==> src/rtl/pps_pkg.sv <==
// Shared constants, types and reset timings of the panel power sequencer.
package pps_pkg;
    localparam int DLY_W = 13;
    localparam int CYC_W = 5;
    localparam logic [15:0] UNLOCK_KEY = 16'hABCD;

    localparam logic [2:0] A_CTRL = 3'd0;
    localparam logic [2:0] A_STAT = 3'd1;
    localparam logic [2:0] A_ON   = 3'd2;
    localparam logic [2:0] A_OFF  = 3'd3;
    localparam logic [2:0] A_CYC  = 3'd4;

    typedef enum logic [2:0] {
        S_OFF, S_UP_VDD, S_UP_BL, S_ON, S_DN_BL, S_DN_VDD, S_LOCK
    } seq_state_t;

    typedef struct packed {
        logic vdd_ovr;
        logic bl_req;
        logic pdor;
        logic tgt;
    } ctrl_t;

    typedef struct packed {
        logic [DLY_W-1:0] up_vdd;
        logic [DLY_W-1:0] up_bl;
        logic [DLY_W-1:0] dn_vdd;
        logic [DLY_W-1:0] dn_bl;
        logic [CYC_W-1:0] cyc_field;
    } timing_t;

    function automatic int ceil_div(input int n, input int d);
        return (n + d - 1) / d;
    endfunction

    // reset timings, converted from microseconds into register units
    localparam int DEF_UP_VDD = ceil_div(210000, 100);
    localparam int DEF_UP_BL  = ceil_div(50000, 100);
    localparam int DEF_DN_VDD = ceil_div(500000, 100);
    localparam int DEF_DN_BL  = ceil_div(50000, 100);
    localparam int DEF_CYC    = ceil_div(510000, 100000) + 1;
endpackage

==> src/rtl/pps_tick_gen.sv <==
// Prescaler: one-cycle fine strobe every CLKS_PER_FINE clocks and a coarse
// strobe every FINE_PER_COARSE fine strobes. Assumes both parameters >= 1.
// A restart pulse realigns both counters so a new phase starts on a full period.
module pps_tick_gen #(
    parameter int CLKS_PER_FINE   = 100,
    parameter int FINE_PER_COARSE = 1000
) (
    input  logic clk,
    input  logic rst_n,
    input  logic restart,
    output logic fine_tick,
    output logic coarse_tick
);
    localparam int FW = (CLKS_PER_FINE > 1) ? $clog2(CLKS_PER_FINE) : 1;
    localparam int CW = (FINE_PER_COARSE > 1) ? $clog2(FINE_PER_COARSE) : 1;

    logic [FW-1:0] fine_cnt;
    logic [CW-1:0] coarse_cnt;

    assign fine_tick   = (fine_cnt == FW'(CLKS_PER_FINE - 1));
    assign coarse_tick = fine_tick && (coarse_cnt == CW'(FINE_PER_COARSE - 1));

    // advance the two divider counters, realigning on restart
    always_ff @(posedge clk) begin
        if (!rst_n || restart) begin
            fine_cnt   <= '0;
            coarse_cnt <= '0;
        end else if (fine_tick) begin
            fine_cnt   <= '0;
            coarse_cnt <= coarse_tick ? '0 : coarse_cnt + 1'b1;
        end else begin
            fine_cnt <= fine_cnt + 1'b1;
        end
    end
endmodule

==> src/rtl/pps_regs.sv <==
// Register file: key-protected control, read-only status, two delay registers
// and the cycle-delay field. Read data is combinational on the address.
// Assumes the status word is assembled by the caller.
module pps_regs
    import pps_pkg::*;
(
    input  logic        clk,
    input  logic        rst_n,
    input  logic        wr_en,
    input  logic [2:0]  addr,
    input  logic [31:0] wdata,
    input  logic        panel_reset,
    input  logic [31:0] status_word,
    output ctrl_t       ctrl_q,
    output timing_t     tim_q,
    output logic [31:0] rdata
);
    logic [1:0] port_sel_q;
    logic       clr_tgt;
    logic       unused_wbits;

    assign clr_tgt      = panel_reset && ctrl_q.pdor;
    assign unused_wbits = ^{wdata[15:13]};

    // register writes, key check on control, reset-driven target clear
    always_ff @(posedge clk) begin
        if (!rst_n) begin
            ctrl_q          <= '0;
            port_sel_q      <= '0;
            tim_q.up_vdd    <= DLY_W'(DEF_UP_VDD);
            tim_q.up_bl     <= DLY_W'(DEF_UP_BL);
            tim_q.dn_vdd    <= DLY_W'(DEF_DN_VDD);
            tim_q.dn_bl     <= DLY_W'(DEF_DN_BL);
            tim_q.cyc_field <= CYC_W'(DEF_CYC);
        end else begin
            if (wr_en) begin
                case (addr)
                    A_CTRL: if (wdata[31:16] == UNLOCK_KEY) ctrl_q <= ctrl_t'(wdata[3:0]);
                    A_ON: begin
                        port_sel_q   <= wdata[31:30];
                        tim_q.up_vdd <= wdata[28:16];
                        tim_q.up_bl  <= wdata[12:0];
                    end
                    A_OFF: begin
                        tim_q.dn_vdd <= wdata[28:16];
                        tim_q.dn_bl  <= wdata[12:0];
                    end
                    A_CYC:   tim_q.cyc_field <= wdata[4:0];
                    default: ;
                endcase
            end
            if (clr_tgt) ctrl_q.tgt <= 1'b0;
        end
    end

    // read multiplexer
    always_comb begin
        case (addr)
            A_CTRL:  rdata = {28'd0, ctrl_q};
            A_STAT:  rdata = status_word;
            A_ON:    rdata = {port_sel_q, 1'b0, tim_q.up_vdd, 3'd0, tim_q.up_bl};
            A_OFF:   rdata = {3'd0, tim_q.dn_vdd, 3'd0, tim_q.dn_bl};
            A_CYC:   rdata = {27'd0, tim_q.cyc_field};
            default: rdata = '0;
        endcase
    end

    a_r3_bad_key_ignored: assert property (@(posedge clk) disable iff (!rst_n)
        (wr_en && addr == A_CTRL && wdata[31:16] != UNLOCK_KEY && !clr_tgt) |=> $stable(ctrl_q));

    a_r10_reset_clears_target: assert property (@(posedge clk) disable iff (!rst_n)
        (panel_reset && ctrl_q.pdor) |=> !ctrl_q.tgt);
endmodule

==> src/rtl/pps_seq_fsm.sv <==
// Sequencing state machine with one shared down-counter. The counter is loaded
// on each phase change and counts fine strobes, or coarse strobes in the lockout.
// Assumes the prescaler restarts whenever restart is high.
module pps_seq_fsm
    import pps_pkg::*;
(
    input  logic       clk,
    input  logic       rst_n,
    input  logic       target,
    input  timing_t    tim,
    input  logic       fine_tick,
    input  logic       coarse_tick,
    output seq_state_t state,
    output logic       restart,
    output logic       vdd_on,
    output logic       bl_window
);
    seq_state_t       st_d;
    logic [DLY_W-1:0] cnt_q;
    logic [DLY_W-1:0] load_val;
    logic [CYC_W-1:0] lock_units;
    logic             dec;

    assign lock_units = (tim.cyc_field > CYC_W'(1)) ? tim.cyc_field - 1'b1 : '0;

    // next-state decision
    always_comb begin
        st_d = state;
        case (state)
            S_OFF:    if (target) st_d = S_UP_VDD;
            S_UP_VDD: if (!target) st_d = S_DN_BL; else if (cnt_q == '0) st_d = S_UP_BL;
            S_UP_BL:  if (!target) st_d = S_DN_BL; else if (cnt_q == '0) st_d = S_ON;
            S_ON:     if (!target) st_d = S_DN_BL;
            S_DN_BL:  if (cnt_q == '0) st_d = S_DN_VDD;
            S_DN_VDD: if (cnt_q == '0) st_d = (lock_units == '0) ? S_OFF : S_LOCK;
            S_LOCK:   if (cnt_q == '0) st_d = S_OFF;
            default:  st_d = S_OFF;
        endcase
    end

    // phase length loaded when entering a phase
    always_comb begin
        case (st_d)
            S_UP_VDD: load_val = tim.up_vdd;
            S_UP_BL:  load_val = tim.up_bl;
            S_DN_BL:  load_val = tim.dn_bl;
            S_DN_VDD: load_val = tim.dn_vdd;
            S_LOCK:   load_val = DLY_W'(lock_units);
            default:  load_val = '0;
        endcase
    end

    assign restart = (st_d != state);
    assign dec     = (cnt_q != '0) && ((state == S_LOCK) ? coarse_tick : fine_tick);

    // state and counter registers
    always_ff @(posedge clk) begin
        if (!rst_n) begin
            state <= S_OFF;
            cnt_q <= '0;
        end else begin
            state <= st_d;
            if (restart)  cnt_q <= load_val;
            else if (dec) cnt_q <= cnt_q - 1'b1;
        end
    end

    assign vdd_on    = (state == S_UP_VDD) || (state == S_UP_BL) ||
                       (state == S_ON)     || (state == S_DN_BL);
    assign bl_window = (state == S_ON);

    a_r8_up_only_from_idle: assert property (@(posedge clk) disable iff (!rst_n)
        (state == S_UP_VDD && $past(state) != S_UP_VDD) |-> $past(state) == S_OFF);

    a_r4_on_after_bl_wait: assert property (@(posedge clk) disable iff (!rst_n)
        $rose(state == S_ON) |-> $past(state) == S_UP_BL);

    a_r6_supply_after_bl: assert property (@(posedge clk) disable iff (!rst_n)
        (state == S_DN_VDD && $past(state) != S_DN_VDD) |-> $past(state) == S_DN_BL);
endmodule

==> src/rtl/panel_pwr_seq.sv <==
// Top of the panel power sequencer: prescaler, register file and sequencer,
// plus the output gating of supply override and backlight request.
// Assumes a single clock domain; panel_reset is synchronous to clk.
module panel_pwr_seq
    import pps_pkg::*;
#(
    parameter int CLKS_PER_FINE   = 100,
    parameter int FINE_PER_COARSE = 1000
) (
    input  logic        clk,
    input  logic        rst_n,
    input  logic        reg_wr_en,
    input  logic [2:0]  reg_addr,
    input  logic [31:0] reg_wdata,
    output logic [31:0] reg_rdata,
    input  logic        panel_reset,
    output logic        vdd_en,
    output logic        bl_en
);
    ctrl_t       ctrl;
    timing_t     tim;
    seq_state_t  state;
    logic        restart, fine_tick, coarse_tick, fsm_vdd, bl_window;
    logic        lock_active;
    logic [1:0]  progress;
    logic [31:0] status_word;

    pps_tick_gen #(.CLKS_PER_FINE(CLKS_PER_FINE), .FINE_PER_COARSE(FINE_PER_COARSE)) tick_i (
        .clk(clk), .rst_n(rst_n), .restart(restart),
        .fine_tick(fine_tick), .coarse_tick(coarse_tick));

    pps_regs regs_i (
        .clk(clk), .rst_n(rst_n), .wr_en(reg_wr_en), .addr(reg_addr),
        .wdata(reg_wdata), .panel_reset(panel_reset), .status_word(status_word),
        .ctrl_q(ctrl), .tim_q(tim), .rdata(reg_rdata));

    pps_seq_fsm fsm_i (
        .clk(clk), .rst_n(rst_n), .target(ctrl.tgt), .tim(tim),
        .fine_tick(fine_tick), .coarse_tick(coarse_tick), .state(state),
        .restart(restart), .vdd_on(fsm_vdd), .bl_window(bl_window));

    // status word assembly
    always_comb begin
        case (state)
            S_UP_VDD, S_UP_BL:  progress = 2'b01;
            S_DN_BL, S_DN_VDD:  progress = 2'b10;
            default:            progress = 2'b00;
        endcase
    end
    assign lock_active = (state == S_LOCK);
    assign status_word = {(state == S_ON), 1'b0, progress, lock_active, 27'd0};

    assign vdd_en = fsm_vdd || (ctrl.vdd_ovr && state == S_OFF);
    assign bl_en  = bl_window && ctrl.bl_req;

    a_r7_no_supply_in_lockout: assert property (@(posedge clk) disable iff (!rst_n)
        lock_active |-> !vdd_en);

    a_r5_backlight_needs_supply: assert property (@(posedge clk) disable iff (!rst_n)
        bl_en |-> vdd_en);

    a_r11_override_idle_only: assert property (@(posedge clk) disable iff (!rst_n)
        (vdd_en && !fsm_vdd) |-> (progress == 2'b00 && !lock_active));
endmodule

==> config.mk <==
export PLATFORM = sky130hd
export DESIGN_NAME = panel_pwr_seq
export DESIGN_NICKNAME = d
export VERILOG_FILES = /design/src/rtl/pps_pkg.sv /design/src/rtl/pps_tick_gen.sv /design/src/rtl/pps_regs.sv /design/src/rtl/pps_seq_fsm.sv /design/src/rtl/panel_pwr_seq.sv
export SDC_FILE = /design/constraint.sdc
export NUM_CORES = 1
export LEC_CHECK = 0
export ABC_AREA = 1
export BUFFER_PORTS_ARGS = -buffer_cell sky130_fd_sc_hd__buf_2
export CORE_ASPECT_RATIO = 1.5
export CORE_MARGIN = 8
export CORE_UTILIZATION = 34
export CTS_CLUSTER_DIAMETER = 200
export DETAILED_ROUTE_END_ITERATION = 7
export SLEW_MARGIN = 20
export SYNTH_ARGS = -nofsm -noshare
export SYNTH_HDL_FRONTEND = slang
export SYNTH_SLANG_ARGS = --single-unit
export TNS_END_PERCENT = 100
==> constraint.sdc <==
create_clock -name clk -period 4.32 [get_ports clk]
set_input_delay 0.648 -clock clk [delete_from_list [all_inputs] [get_ports clk]]
set_output_delay 0.648 -clock clk [all_outputs]
set_load 0.01 [all_outputs]
Word-level counts from Yosys, hierarchy flattened
Cells that the tools add are included.

cells by class
  mux-type cells = 19
  magnitude comparators = 1
  bitwise logic cells = 1
  reductions and logical operators = 25
  equal/unequal tests = 19
  $add $sub $neg = 4

operators by type and width
  cell                                                                             count
  32-bit one-hot mux with 5 select lines                                           1
  13-bit one-hot mux with 5 select lines                                           1
  3-bit two-way mux                                                                10
  13-bit two-way mux                                                               2
  3-bit == test, second input constant                                             7
  3-bit one-hot mux with 7 select lines                                            1
  16-bit == test, second input constant                                            1
  3-bit by 2-bit == test with 1-bit output, second input constant                  5
  13-bit zero test                                                                 1
  13-bit nonzero test                                                              1
  13-bit by 1-bit subtractor with 13-bit output, second input constant             1
  10-bit by 1-bit adder with 10-bit output, second input constant                  1
  10-bit == test, second input constant                                            1
  10-bit two-way mux                                                               1
  3-bit by 1-bit == test with 1-bit output, second input constant                  3
  2-bit OR reduction                                                               4
  7-bit by 1-bit adder with 7-bit output, second input constant                    1
  7-bit == test, second input constant                                             1
  3-bit zero test                                                                  2
  2-bit AND reduction                                                              3
  5-bit by 1-bit greater-than comparator with 1-bit output, second input constant  1
  1-bit logical AND                                                                5
  5-bit zero test                                                                  1
  1-bit logical OR                                                                 5
  9 further kinds                                                                  9

storage, ports and cells
  output and inout bits = 34
  bits in registers = 96
  logic and storage cells = 83

Logic depth before layout (Yosys ltp)
  depth after elaboration = 9
  mapped depth = 18
  mapped depth without buffers = 17

Modules after synthesis
Synthesis repeated with hierarchy kept, for this count alone.

second synthesis, totals
  cell total of the unflattened synthesis = 920
  area total of the unflattened synthesis = 5,836.8 um2

by module, submodules not included
  module         times used  seq. area each (um2)  cells an instance  area each (um2)
  pps_regs       1           1,261.2               437                2,920.3
  pps_seq_fsm    1           320.3                 347                2,003.2
  pps_tick_gen   1           340.3                 118                830.8
  panel_pwr_seq  1           0.0                   18                 82.6

Worst setup path before layout
OpenSTA, ideal clock, no wires.

  path kind = input to output
  start = in reg_addr[2]
  end = out reg_rdata[10]
  data required time = 3.672 ns
  arrival = 1.622 ns
  stages = 4
  setup slack = 2.050 ns
  cells stage by stage = nor3_1 -> clkinv_1 -> clkbuf_1 -> o22ai_1

on the way
  longest elaborated chain between the ends = 2

ends and longest elaborated chain
  what                                        line                 RTL
  from (decl)                                 panel_pwr_seq.sv:13  input logic [2:0] reg_addr,
  3-bit == test (tied with other cells)       pps_regs.sv:58       case (addr)
  32-bit one-hot mux with 5 select lines (*)  pps_regs.sv:58
  to (decl)                                   panel_pwr_seq.sv:15  output logic [31:0] reg_rdata,

Every way passes the cells marked *; elsewhere a longest branch is shown, timed or not.

Final worst setup path
  start = reg regs_i.tim_q[0] (netlist name)
  end = reg fsm_i.cnt_q[2]

on the way
  longest elaborated chain between the ends = 9

ends and longest elaborated chain
  what                                                                                                                            line               RTL
  from (decl)                                                                                                                     pps_regs.sv:15     output timing_t tim_q,
  5-bit by 1-bit subtractor with 5-bit output / 5-bit by 1-bit greater-than comparator with 1-bit output (equally long branches)  pps_seq_fsm.sv:24  assign lock_units = (tim.cyc_field > CYC_W'(1)) ? tim.cyc_field - 1'b1 : '0;
  5-bit two-way mux (*)                                                                                                           pps_seq_fsm.sv:24
  5-bit zero test                                                                                                                 pps_seq_fsm.sv:35  S_DN_VDD: if (cnt_q == '0) st_d = (lock_units == '0) ? S_OFF : S_LOCK;
  3-bit two-way mux (2 in series)                                                                                                 pps_seq_fsm.sv:35
  3-bit one-hot mux with 7 select lines                                                                                           pps_seq_fsm.sv:29  case (state)
  3-bit == test (tied with other cells)                                                                                           pps_seq_fsm.sv:43  case (st_d)
  13-bit one-hot mux with 5 select lines                                                                                          pps_seq_fsm.sv:43
  13-bit two-way mux                                                                                                              pps_seq_fsm.sv:63  if (restart) cnt_q <= load_val;
  to (signal assigned)                                                                                                            pps_seq_fsm.sv:63
  to (signal assigned)                                                                                                            pps_seq_fsm.sv:64  else if (dec) cnt_q <= cnt_q - 1'b1;
  to (decl)                                                                                                                       pps_seq_fsm.sv:19  logic [DLY_W-1:0] cnt_q;

Marked as above.
A chain may end at the register's enable or synchronous reset.

==> qor.yml <==
critical_path:
  worstPathRequired_ns: 4.54
  cp_max_fo: 22
  startpoint_type: "flop"
  arrival_ns: 3.25
  end_kind: "flop"
  path_class: "reg -> reg"
final_layout:
  antennaDiodeCount: 0
  final.fill_count: 1715
  final_cell_mix: "nand2_1 (149), dfxtp_1 (96), inv_1 (92)"
  multi_input_area_mm2: 0.00281
  area_growth_pct: 14.0
  final_common_cell: "nand2_1"
  ff_latch_area_mm2: 0.00192
  drive_gt1_share_pct: 15.1
  layout.core_utilization_pct: 39.1
  final_nets: 869
clock_tree:
  cts_buffers: 9
  cts_root_buf: "clkbuf_16"
  h-tree-depth: 3
  cts_setup_buffers: 0
  cts.clk_slew.worst_paths_ns: 0.07
  clock_latency_ns: 0.34
  cts_sinks: 96
  cts_tree: "yes"
  cts_buffer_depth: 2
  cts-hold-fix-buffers: 0
  cts-resized-gates: 0
power_and_ir_drop:
  switchingPower_uw: 484
  power_leakage_uw: 0.00256
  power.density_mw_per_mm2: 305
  ir_worst_vdd_uv: 194
  swShare_pct: 26.3
  pwr-share-comb_pct: 7.6
  power.internal_uw: 1360
  p_clk_share_pct: 42.4
  power.share.sequential_pct: 50.0
place:
  gp_congestion: 0.824
  pre_cts_slack_ns: 1.27
  place.port_buffers: 66
  dp_hpwl_mm: 11.4
synthesis:
  synthCells: 775
  syn-mean-instance-area_um2: 6.83
  ys_ff_latch: 96
  synth_flop_cell: "dfxtp_1"
  synth_cell_types: 44
  asyncSetResetFlopFracSynth_pct: 0
  syn_area_mm2: 0.00529
  seq_area_frac_synth_pct: 36.3
  yosys_warnings: 0
  synth_edf_count: 0
sta:
  grt_setup_unrepaired: "false"
  setup_viol: 0
  fin_ws_ns: 1.29
  clock_skew_ns: 0.0101
  max-slew-margin-rel_pct: 54.3
  worstMarginPinSlew_ns: 0.679
  hold_viol_final: 0
  slew_violations: 0
  fin_crit_ns: 3.03
  period_share_pct: 70.1
  finalSetupTns_ns: 0
  max_clock_freq_mhz: 330
die:
  fp-row-count: 56
  die_w_um: 118
  die_area_mm2: 0.0199
  pin_count: 73
  die_h_um: 169
  start_util_pct: 34.3
  coreArea_mm2: 0.0154
detailed_routing:
  vias: 5169
  routed_wl_mm: 15.4
  ant_nets: 0
  dr.pass1.iters: 4
  drt-initial-drc-count: 275
  post_drt_wl_per_cell_um: 14.9
  via_per_inst: 5.00
  route.detailed.drc: 0
flow_run:
  maxCapViolCount: 0
global_route:
  grt_pass1_wl_mm: 25.4
  grt_max_degree: 73
  grt.total_usage_pct: 15.6
  globalRouteOverflowTotal: 0
  grt_pass1_vias: 5098
  antenna_found_initial: 0
status:
  outcome: "complete, no violations"
hold_path:
  hp-class: "reg -> reg"
[cell type report]
| type | instances | share of cell area [%] |
|---|---|---|
| inverters | 99 | 6.20 |
| repair buffers | 74 | 6.47 |
| clock buffers | 9 | 3.73 |
| flip-flops and latches | 96 | 31.9 |
| well taps | 203 | 4.21 |
| clock inverters | 7 | 0.975 |
| multi-input cells | 545 | 46.5 |
[synth_stat cells (12+ instances only)]
library cell / instances / area share [%]
clkbuf_1: 23 / 1.6
o21ai_1: 12 / 1.1
dfxtp_1: 96 / 36
o22ai_1: 13 / 1.5
nand2_1: 149 / 11
nor3_1: 12 / 1.1
nand3_1: 49 / 4.6
inv_1: 92 / 6.5
o21ai_0: 66 / 6.2
nor2_1: 68 / 4.8
a21oi_1: 64 / 6.1
nand4_1: 32 / 3.8
xor2_1: 12 / 2.0
[cells by family after synthesis]
logic type | count (synthesis) | synth area share [%]
AO/OA/AOI/OAI | 180 | 18.9
adder cells (fa/ha/maj) | 5 | 1.18
buffers and inverters | 136 | 10.8
XOR/XNOR | 14 | 2.46
flip-flops | 96 | 36.3
AND/OR/NAND/NOR | 343 | 30.3
other | 1 | 0.0709
[metal layers]
metal	track usage, %	share of wire (%)
met5	0	0
met2	28.7	51
met1	17.8	44
met3	2.30	3.7
met4	5.70	1.8
[power groups by stage]
stage	registers, µW	logic [µW]	clock network, µW
floorplan	937	83.7	0
global placement	941	141	0
detailed placement	941	140	0
CTS	920	141	795
global route	923	158	841
finish	921	140	782
[registers in the layout, summed over array words and instances, names as in the netlist]
name,count
tick_i.coarse_cnt,10
fsm_i.cnt_q,13
regs_i.port_sel_q,2
fsm_i.state,3
regs_i.ctrl_q,4
tick_i.fine_cnt,7
regs_i.tim_q,57
[path summary, 6_finish.rpt]
check	from	endpoint	slack [ns]	depth (start not counted)
worst max-delay path	regs_i.tim_q[0]	fsm_i.cnt_q[2]	1.29	11
worst min-delay path	tick_i.fine_cnt[0]	tick_i.fine_cnt[0]	0.45	1
worst max register to register	regs_i.tim_q[0]	fsm_i.cnt_q[2]	1.29	11
worst min register to register	tick_i.fine_cnt[0]	tick_i.fine_cnt[0]	0.45	1
[worst max-delay path, cell delays in order, from the launching register on]
cell and delay, ns:
dfxtp_1 0.36, clkinv_1 0.22, ha_1 0.36, inv_1 0.06, o31ai_1 0.29, nand3_2 0.17, a21oi_4 0.55, nor2_2 0.30
nand2_1 0.13, nand3_1 0.07, o21ai_0 0.28, a21oi_1 0.10
[through the flow]
stage | instances | hold WS, ns | cell area (µm²) | power [µW]
after floorplan | 777 | 0.418 | 5300 | 1020
after global placement | 1017 | 0.430 | 5750 | 1080
after detailed placement | 1017 | 0.436 | 5750 | 1080
after CTS | 1033 | 0.451 | 6030 | 1860
after global routing | 1033 | 0.483 | 6030 | 1920
final | 1033 | 0.453 | 6030 | 1840
No activity file was read; power rests on OpenSTA's default activity.
